<file path="src/rtl/ras_pkg.sv">
package ras_pkg;

  typedef enum logic [1:0] {
    OP_IDLE = 2'd0,
    OP_PUSH = 2'd1,
    OP_POP  = 2'd2,
    OP_SWAP = 2'd3
  } ras_op_e;

  function automatic ras_op_e decode_op(input logic rd, input logic wr);
    ras_op_e op;
    unique case ({rd, wr})
      2'b01:   op = OP_PUSH;
      2'b10:   op = OP_POP;
      2'b11:   op = OP_SWAP;
      default: op = OP_IDLE;
    endcase
    return op;
  endfunction

endpackage

</file>
<file path="src/rtl/ras_mem.sv">
module ras_mem #(
  parameter int DW    = 32,
  parameter int DEPTH = 8,
  localparam int AW   = (DEPTH > 1) ? $clog2(DEPTH) : 1
) (
  input  logic          clk,
  input  logic          we,
  input  logic [AW-1:0] waddr,
  input  logic [DW-1:0] wdata,
  input  logic          re,
  input  logic [AW-1:0] raddr,
  input  logic          q_clr,
  output logic [DW-1:0] q
);

  logic [DW-1:0] ram [DEPTH];

  // Write port
  always_ff @(posedge clk) begin
    if (we) ram[waddr] <= wdata;
  end

  // Read-first output register with synchronous clear
  always_ff @(posedge clk) begin
    if (q_clr)   q <= '0;
    else if (re) q <= ram[raddr];
  end

endmodule

</file>
<file path="src/rtl/ras_ctrl.sv">
module ras_ctrl
  import ras_pkg::*;
#(
  parameter int DEPTH = 8,
  localparam int AW   = (DEPTH > 1) ? $clog2(DEPTH) : 1,
  localparam int CW   = $clog2(DEPTH + 1)
) (
  input  logic          clk,
  input  logic          rst,
  input  logic          clear,
  input  logic          rd_en,
  input  logic          wr_en,
  output logic          mem_we,
  output logic [AW-1:0] mem_waddr,
  output logic          mem_re,
  output logic [AW-1:0] mem_raddr,
  output logic          q_clr,
  output logic          err,
  output logic          full,
  output logic          empty
);

  localparam logic [CW-1:0] CNT_MAX = CW'(DEPTH);

  ras_op_e       op;
  logic [CW-1:0] cnt, cnt_nxt;
  logic [AW-1:0] top_idx, free_idx;
  logic          can_pop, can_push, err_d, underflow;

  assign op       = decode_op(rd_en, wr_en);
  assign can_pop  = (cnt != '0);
  assign can_push = (cnt != CNT_MAX);
  assign top_idx  = AW'(cnt - 1'b1);
  assign free_idx = AW'(cnt);

  always_comb begin
    cnt_nxt   = cnt;
    err_d     = 1'b0;
    mem_we    = 1'b0;
    mem_waddr = free_idx;
    mem_re    = 1'b0;
    underflow = 1'b0;
    unique case (op)
      OP_PUSH: begin
        if (can_push) begin
          mem_we  = 1'b1;
          cnt_nxt = cnt + 1'b1;
        end else begin
          err_d = 1'b1;
        end
      end
      OP_POP: begin
        if (can_pop) begin
          mem_re  = 1'b1;
          cnt_nxt = cnt - 1'b1;
        end else begin
          err_d     = 1'b1;
          underflow = 1'b1;
        end
      end
      OP_SWAP: begin
        // pop ordered before push: top is read, then overwritten
        if (can_pop) begin
          mem_re    = 1'b1;
          mem_we    = 1'b1;
          mem_waddr = top_idx;
        end else begin
          err_d     = 1'b1;
          underflow = 1'b1;
        end
      end
      default: ;
    endcase
    if (clear) begin
      cnt_nxt = '0;
      err_d   = 1'b0;
      mem_we  = 1'b0;
      mem_re  = 1'b0;
    end
  end

  assign mem_raddr = top_idx;
  assign q_clr     = rst | clear | underflow;

  always_ff @(posedge clk) begin
    if (rst) begin
      cnt <= '0;
      err <= 1'b0;
    end else begin
      cnt <= cnt_nxt;
      err <= err_d;
    end
  end

  assign full  = (cnt == CNT_MAX);
  assign empty = (cnt == '0);

  // depth never leaves its legal range
  p_count_bound_r1: assert property (@(posedge clk) disable iff (rst)
    cnt <= CNT_MAX);

  // any read on an empty stack flags an error
  p_underflow_r4: assert property (@(posedge clk) disable iff (rst)
    (rd_en && empty && !clear) |=> (err && empty));

  // lone push on a full stack flags an error and keeps depth
  p_no_overflow_r5: assert property (@(posedge clk) disable iff (rst)
    (wr_en && !rd_en && full && !clear) |=> (err && full));

  // swap on full stack is legal and keeps it full
  p_swap_full_r6: assert property (@(posedge clk) disable iff (rst)
    (rd_en && wr_en && full && !clear) |=> (!err && full));

  // an erroring access leaves the depth unchanged
  p_err_hold_r5: assert property (@(posedge clk) disable iff (rst)
    err |-> (cnt == $past(cnt)));

  // clear empties the stack and suppresses errors
  p_clear_r8: assert property (@(posedge clk) disable iff (rst)
    clear |=> (empty && !err));

  // full and empty are never both set
  p_flags_r1: assert property (@(posedge clk) disable iff (rst)
    !(full && empty));

endmodule

</file>
<file path="src/rtl/ras_stack.sv">
module ras_stack #(
  parameter int DW    = 32,
  parameter int DEPTH = 8
) (
  input  logic          clk,
  input  logic          rst,
  input  logic          clear,
  input  logic          rd_en,
  input  logic          wr_en,
  input  logic [DW-1:0] wr_data,
  output logic [DW-1:0] rd_data,
  output logic          err,
  output logic          full,
  output logic          empty
);

  localparam int AW = (DEPTH > 1) ? $clog2(DEPTH) : 1;

  logic          mem_we, mem_re, q_clr;
  logic [AW-1:0] mem_waddr, mem_raddr;

  ras_ctrl #(.DEPTH(DEPTH)) u_ctrl (
    .clk       (clk),
    .rst       (rst),
    .clear     (clear),
    .rd_en     (rd_en),
    .wr_en     (wr_en),
    .mem_we    (mem_we),
    .mem_waddr (mem_waddr),
    .mem_re    (mem_re),
    .mem_raddr (mem_raddr),
    .q_clr     (q_clr),
    .err       (err),
    .full      (full),
    .empty     (empty)
  );

  ras_mem #(.DW(DW), .DEPTH(DEPTH)) u_mem (
    .clk   (clk),
    .we    (mem_we),
    .waddr (mem_waddr),
    .wdata (wr_data),
    .re    (mem_re),
    .raddr (mem_raddr),
    .q_clr (q_clr),
    .q     (rd_data)
  );

  // read data only moves on a read, clear or reset
  p_rd_hold_r9: assert property (@(posedge clk) disable iff (rst)
    (!rd_en && !clear) |=> $stable(rd_data));

  // underflow returns zero
  p_underflow_zero_r4: assert property (@(posedge clk) disable iff (rst)
    (rd_en && empty) |=> (rd_data == '0));

endmodule

</file>
<file path="config.mk">
export PLATFORM = sky130hd
export DESIGN_NAME = ras_stack
export DESIGN_NICKNAME = d
export VERILOG_FILES = /design/src/rtl/ras_pkg.sv /design/src/rtl/ras_mem.sv /design/src/rtl/ras_ctrl.sv /design/src/rtl/ras_stack.sv
export SDC_FILE = /design/constraint.sdc
export NUM_CORES = 1
export LEC_CHECK = 0
export ABC_AREA = 1
export BUFFER_PORTS_ARGS = -buffer_cell sky130_fd_sc_hd__buf_2
export CAP_MARGIN = 20
export CORE_UTILIZATION = 60
export DETAILED_ROUTE_END_ITERATION = 10
export PLACE_DENSITY = 0.9
export SETUP_SLACK_MARGIN = 0.02
export SYNTH_ARGS = -nofsm -noshare
export SYNTH_HDL_FRONTEND = slang
export SYNTH_SLANG_ARGS = --single-unit
</file>
<file path="constraint.sdc">
create_clock -name clk -period 4.5 [get_ports clk]
set_input_delay 0.675 -clock clk [delete_from_list [all_inputs] [get_ports clk]]
set_output_delay 0.675 -clock clk [all_outputs]
set_load 0.01 [all_outputs]
</file>
==> results.py, run 1 <==
metrics = {
    "outcome": {
        "outcome": "finished clean",
    },
    "die": {
        "placementRows": 51,
        "die_w_um": 144.7,
        "die_y_um": 144.7,
        "dieArea_um2": 20940,
        "fp.coreArea_um2": 19720,
        "initial_utilization": 0.6196,
        "pin_count": 72,
    },
    "global_routing": {
        "grt_pass1_wl_um": 42630,
        "grt_pass1_vias": 8475,
        "antenna_found_initial": 2,
        "gr-total-overflow": 0,
        "track_usage": 0.2698,
        "grt_max_degree": 109,
    },
    "clock_tree": {
        "cts_resized": 0,
        "cts_htree_levels": 1,
        "cts_buffer_depth": 3,
        "cts_sinks": 293,
        "clk_latency_ns": 0.54,
        "ctsHoldBuffers": 0,
        "root_buffer": "clkbuf_16",
        "tritoncts": "yes",
        "cts_buffers": 28,
        "post_cts_buffers": 0,
        "clk_pin_slew_ns": 0.06,
    },
    "route": {
        "drt_wl_total_um": 27470,
        "drt_iter0_markers": 1126,
        "antenna_left": 0,
        "post_drt_via_cell_ratio": 5.589,
        "drcViolationCount": 0,
        "via_count": 8462,
        "wl_per_cell_um": 18.15,
        "first_pass_iters": 7,
    },
    "final_layout": {
        "multiInputGateArea_um2": 3003,
        "layout-drive-gt1-share": 0.1171,
        "fin_util": 0.6996,
        "fin_nets": 1271,
        "final_area_um2": 13790,
        "area.sequential_um2": 8432,
        "num-fill-cells": 1240,
        "syn2layout_area_growth_pct": 12.91,
    },
    "setup_path": {
        "timing.rr.start": "u_ctrl.cnt[0]$_SDFFE_PP0P_",
        "start_kind": "register",
        "end_kind": "register",
        "path_max_fanout": 32,
        "criticalPathCategory": "register to register",
        "reg2reg_slack_ns": 1.37,
        "ff2ff_path_depth": 7,
        "required_ns": 4.65,
        "reg2reg_to": "u_mem.ram[5][9]$_DFFE_PP_",
        "crit_arrival_ns": 3.28,
    },
    "sta": {
        "setup_tns_ns": 0,
        "slew_viol_final": 0,
        "rsz0062_at_grt": "no",
        "finalSetupViolations": 0,
        "fin_crit_ns": 3.130,
        "tightest_slew_ns": 1.083,
        "hold_viol": 0,
        "timing.final.crit_share": 0.6956,
        "fmax_mhz": 319.5,
        "relSlewSlack": 0.2761,
        "final.setup_skew_ns": 0.01478,
    },
    "synthesis": {
        "synth_commonest_cells": "nand2_1, edfxtp_1, inv_1",
        "async_flop_share": 0,
        "synth_edf_count": 256,
        "synth_area_leaders": "edfxtp_1, nand2_1, dfxtp_1, nand3_1, inv_1",
        "syn-num-nets": 1215,
        "yosys.cell_types.count": 28,
        "yosys.cell_count.top_type": "nand2_1",
        "synth_area_um2": 12220,
        "synth_warnings": 0,
        "ys_ff_latch": 293,
        "synthFlopType": "edfxtp_1",
        "avgSynthCellArea_um2": 10.42,
        "yosysTopAreaCell": "edfxtp_1",
        "synth-seq-area-share": 0.6899,
        "synth_top_area_share": 0.6293,
        "syn-instance-count": 1172,
    },
    "placed_design": {
        "dp_hpwl_um": 14320,
        "place_area_um2": 12710,
        "place.gp.congestion": 0.7772,
        "portBuffers": 71,
    },
    "flow_run": {
        "maxCapViolCount": 0,
    },
    "worst_hold_path": {
        "hold_path_startpoint": "wr_data[5]",
        "min_path_type": "input pin to register",
        "min_path_cells": 1,
        "min_to": "u_mem.ram[7][5]$_DFFE_PP_",
    },
    "pwr": {
        "powerDensity_nw_per_um2": 420.6,
        "leakagePower_nw": 5.867,
        "finalPower_mw": 5.802,
        "ir_worst_vdd_v": 0.0003136,
    },
}
-- worst max-delay path, stage by stage, from the launching register on --
cell and delay, ns:
dfxtp_4 0.35, clkinv_2 0.29, ha_2 0.41, nand3_2 0.13, nand2_2 0.11, a21oi_1 0.23
nand2_1 0.29, nor2_4 0.91
-- state kept, by name, indices dropped and copies added (netlist names) --
name,flops
u_mem.ram,256
u_mem.q,32
u_ctrl.cnt,4
u_ctrl.err,1
-- per-stage QoR --
step           hold WS [ns]  cells  worst slack, ns
6_report             0.4049   1514            1.370
5_1_grt              0.3930   1513            1.206
4_1_cts              0.3904   1504           0.6103
3_5_place_dp         0.4993   1455           0.6742
3_3_place_gp         0.4839   1455           0.8736
2_1_floorplan        0.4674   1172            1.052
-- cell type report --
type / count / share of cell area
Clock buffer: 37 / 0.05469
Clock inverter: 12 / 0.01052
Sequential cell: 293 / 0.6112
Tap cell: 265 / 0.02404
Multi-Input combinational cell: 678 / 0.2177
Antenna cell: 2 / 0.0003628
Timing Repair Buffer: 86 / 0.04281
Inverter: 141 / 0.03864
-- worst max-delay path by stage --
| stage | startpoint | to | slack (ns) |
|---|---|---|---|
| 6_report | u_ctrl.cnt[0]$_SDFFE_PP0P_ | u_mem.ram[5][9]$_DFFE_PP_ | 1.37 |
| 5_1_grt | u_ctrl.cnt[0]$_SDFFE_PP0P_ | u_mem.ram[5][9]$_DFFE_PP_ | 1.21 |
| 4_1_cts | u_ctrl.cnt[0]$_SDFFE_PP0P_ | u_mem.ram[1][18]$_DFFE_PP_ | 0.61 |
| 3_5_place_dp | u_ctrl.cnt[0]$_SDFFE_PP0P_ | u_mem.ram[0][7]$_DFFE_PP_ | 0.67 |
| 3_3_place_gp | u_ctrl.cnt[0]$_SDFFE_PP0P_ | u_mem.ram[0][7]$_DFFE_PP_ | 0.87 |
| 2_1_floorplan | u_ctrl.cnt[0]$_SDFFE_PP0P_ | u_mem.ram[0][0]$_DFFE_PP_ | 1.05 |
-- metal layers --
layer / vias to the layer above / GRT usage / wire [um]
li1: 3931 / - / -
met1: 4023 / 0.3348 / 10650
met2: 421 / 0.4646 / 14000
met3: 87 / 0.04475 / 1939
met4: 0 / 0.1252 / 887
met5: - / 0 / 0
-- cells in the final DEF, fill, tap and decap left out, drive strengths merged --
cell,count
nand4,3
nand3,133
dfxtp,37
ha,6
edfxtp,256
clkinv,10
bufinv,3
xor2,4
nand2,436
or2,2
diode,2
nor2,21
inv,140
buf,86
xnor2,1
clkbuf,37
o21ai,36
a21oi,35
a211oi,1
-- power breakdown --
| group | switching [mW] | internal [mW] |
|---|---|---|
| sequential | 0.0125 | 2.99 |
| clock | 0.967 | 1.35 |
| combinational | 0.348 | 0.140 |
| total | 1.33 | 4.47 |
-- cell families (layout without fill, tap and decap cells) --
kind of cell / after synthesis / count (layout) / share of synthesized area
AO/OA/AOI/OAI: 72 / 72 / 0.02970
XOR/XNOR: 5 / 5 / 0.004815
adder cells (fa/ha/maj): 6 / 6 / 0.006145
buffers and inverters: 201 / 276 / 0.07036
flip-flops: 293 / 293 / 0.6899
other: 0 / 2 / 0
AND/OR/NAND/NOR: 595 / 595 / 0.1991
Power figures use the tool's default switching activity.
==> run 2, diff against run 1 <==
--- a/config.mk
+++ b/config.mk
@@ -8,9 +8,9 @@
 export ABC_AREA = 1
 export BUFFER_PORTS_ARGS = -buffer_cell sky130_fd_sc_hd__buf_2
 export CAP_MARGIN = 20
-export CORE_UTILIZATION = 60
+export CORE_UTILIZATION = 55
 export DETAILED_ROUTE_END_ITERATION = 10
-export PLACE_DENSITY = 0.9
+export PLACE_DENSITY = 0.87
 export SETUP_SLACK_MARGIN = 0.02
 export SYNTH_ARGS = -nofsm -noshare
 export SYNTH_HDL_FRONTEND = slang
==> constraint.sdc (replaced) <==
create_clock -name clk -period 2.85 [get_ports clk]
set_input_delay 0.4275 -clock clk [delete_from_list [all_inputs] [get_ports clk]]
set_output_delay 0.4275 -clock clk [all_outputs]
set_load 0.01 [all_outputs]
==> run 2 against run 1 <==
Net effect:
- worst setup slack got worse by 1.0 ns
- die area rose by 9.0%
- largest power group unchanged
- fmax rose by 24%
- power rose by 58%
- cell area rose by 0.36%
- global-route usage fell by 2.0 points
- clock power rose by 59%
- critical endpoint is now u_mem.ram[1][6]$_DFFE_PP_
==> results.py, run 2 (synthesis results as in run 1) <==
metrics = {
    "pwr": {
        "powerDensity_nw_per_um2": 663.9,
        "p_clk_frac": 0.401,
        "switchingPower_mw": 2.120,
        "p_seq_frac": 0.515,
        "leakagePower_nw": 5.902,
        "swShare": 0.2307,
        "finalPower_mw": 9.192,
        "comb_power_share": 0.084,
        "p_int_mw": 7.071,
        "ir_worst_vdd_v": 0.0005650,
    },
    "setup_path": {
        "path_cells": "inv_1, ha_2, nand3_2, nand2_2, xor2_1, nand2_1, nor2_4, buf_4",
        "path_max_fanout": 22,
        "timing.rr.start": "u_ctrl.cnt[1]$_SDFFE_PP0P_",
        "start_kind": "register",
        "crit_slowest_cell": "buf_4",
        "critPathLaunch": "u_ctrl.cnt[1]$_SDFFE_PP0P_",
        "criticalPathCategory": "register to register",
        "worst-path-stages": 8,
        "required_ns": 3.04,
        "crit_arrival_ns": 2.72,
        "slowest_delay_ns": 0.37,
        "critPathBufInv": 2,
        "ff2ff_path_depth": 8,
        "end_kind": "register",
        "cpLargestDelayFamily": "simple AND/OR/NAND/NOR gates",
    },
    "route": {
        "drcViolationCount": 0,
        "drt_wl_total_um": 27960,
        "post_drt_via_cell_ratio": 5.527,
        "drt_iter0_markers": 815,
        "first_pass_iters": 5,
        "wl_per_cell_um": 18.15,
        "antenna_left": 0,
        "via_count": 8511,
    },
    "sta": {
        "slew_viol_final": 0,
        "hold_viol": 0,
        "whs_ns": 0.1601,
        "final.setup_skew_ns": 0.01445,
        "timing.final.crit_share": 0.8870,
        "setup_tns_ns": 0,
        "fmax_mhz": 395.6,
        "finalSetupViolations": 0,
        "tightest_slew_ns": 0.9408,
        "fin_crit_ns": 2.528,
        "final.setup.worst_slack_ns": 0.3220,
        "rsz0062_at_grt": "no",
        "relSlewSlack": 0.3728,
    },
    "global_routing": {
        "track_usage": 0.2496,
        "antenna_found_initial": 0,
        "grt_max_degree": 90,
        "gr-total-overflow": 0,
        "grt_pass1_vias": 8464,
        "grt_pass1_wl_um": 43350,
    },
    "final_layout": {
        "num-fill-cells": 1543,
        "final_area_um2": 13840,
        "fin_nets": 1281,
        "fin_util": 0.6344,
        "multiInputGateArea_um2": 3014,
        "syn2layout_area_growth_pct": 13.32,
        "final_cell_mix": "nand2_1, edfxtp_1, inv_1",
        "largest_register": "u_mem.ram",
        "top_regs": "u_mem.ram (256), u_mem.q (32), u_ctrl.cnt (4)",
        "largest_reg_flops": 256,
        "area.sequential_um2": 8432,
        "stdcell_count": 1540,
        "layout_commonest_cell": "nand2_1",
        "layout-drive-gt1-share": 0.1255,
    },
    "clock_tree": {
        "cts_buffers": 28,
        "post_cts_buffers": 0,
        "cts_htree_levels": 1,
        "root_buffer": "clkbuf_16",
        "tritoncts": "yes",
        "cts_buffer_depth": 3,
        "cts_sinks": 293,
        "clk_latency_ns": 0.54,
        "clk_pin_slew_ns": 0.06,
        "cts_resized": 0,
        "ctsHoldBuffers": 0,
    },
    "worst_hold_path": {
        "min_path_type": "input pin to register",
        "min_path_cells": 1,
        "hold_path_startpoint": "wr_data[16]",
    },
    "die": {
        "pin_count": 72,
        "dieArea_um2": 22810,
        "die_y_um": 151.0,
        "die_w_um": 151.0,
        "fp.coreArea_um2": 21820,
        "initial_utilization": 0.5598,
        "placementRows": 54,
    },
    "placed_design": {
        "dp_hpwl_um": 15610,
        "post-place-cells": 1488,
        "portBuffers": 71,
        "place.gp.congestion": 0.8325,
        "place_area_um2": 12920,
        "dpl_worst_slack_ns": 0.3724,
    },
    "outcome": {
        "outcome": "finished clean",
    },
    "flow_run": {
        "maxCapViolCount": 0,
    },
}
## run 2: cell types whose count changed in the layout (fill, tap and decap cells not counted), sizes merged
cell / change
inv: +1
buf: +10
clkinvlp: +2
clkbuf: +1
bufinv: -1
clkinv: -1
diode: -1
## run 2: layout make-up
cell class	instances	share of cell area
multi-input combinational	678	0.2177
sequential	293	0.6090
antenna	1	0.0001808
tap	280	0.02531
inverter	141	0.03850
clock buffer	38	0.05775
timing repair buffer	96	0.04284
clock inverter	13	0.008676
## run 2: worst paths after layout
path | end | slack [ns]
worst min register to register | u_mem.q[8]$_SDFFE_PP0P_ | 0.51
worst min-delay path | u_mem.ram[0][16]$_DFFE_PP_ | 0.16
worst max register to register | u_mem.ram[1][6]$_DFFE_PP_ | 0.32
worst max-delay path | u_mem.ram[1][6]$_DFFE_PP_ | 0.32
## run 2: worst register-to-register path, delay by kind of cell, from the launching register on
kind,cells,cell delay [ns]
buf+inv,2,0.49
fa+ha+maj,1,0.37
flops,1,0.34
xor+xnor,1,0.20
simple gates,4,0.77
## run 2: layer usage
layer	up-vias	GRT usage	wire length, um
li1	3959	-	-
met1	4034	0.3110	10590
met2	457	0.4351	14300
met3	61	0.04307	2322
met4	0	0.09500	743
met5	-	0	0
## run 2: power by group through the flow
| stage | clock network, mW | logic (mW) | registers, mW |
|---|---|---|---|
| finish | 3.68 | 0.771 | 4.74 |
| global route | 3.86 | 0.848 | 4.74 |
| CTS | 3.72 | 0.764 | 4.74 |
| detailed placement | 0 | 0.754 | 4.83 |
| global placement | 0 | 0.725 | 4.83 |
| floorplan | 0 | 0.489 | 4.83 |
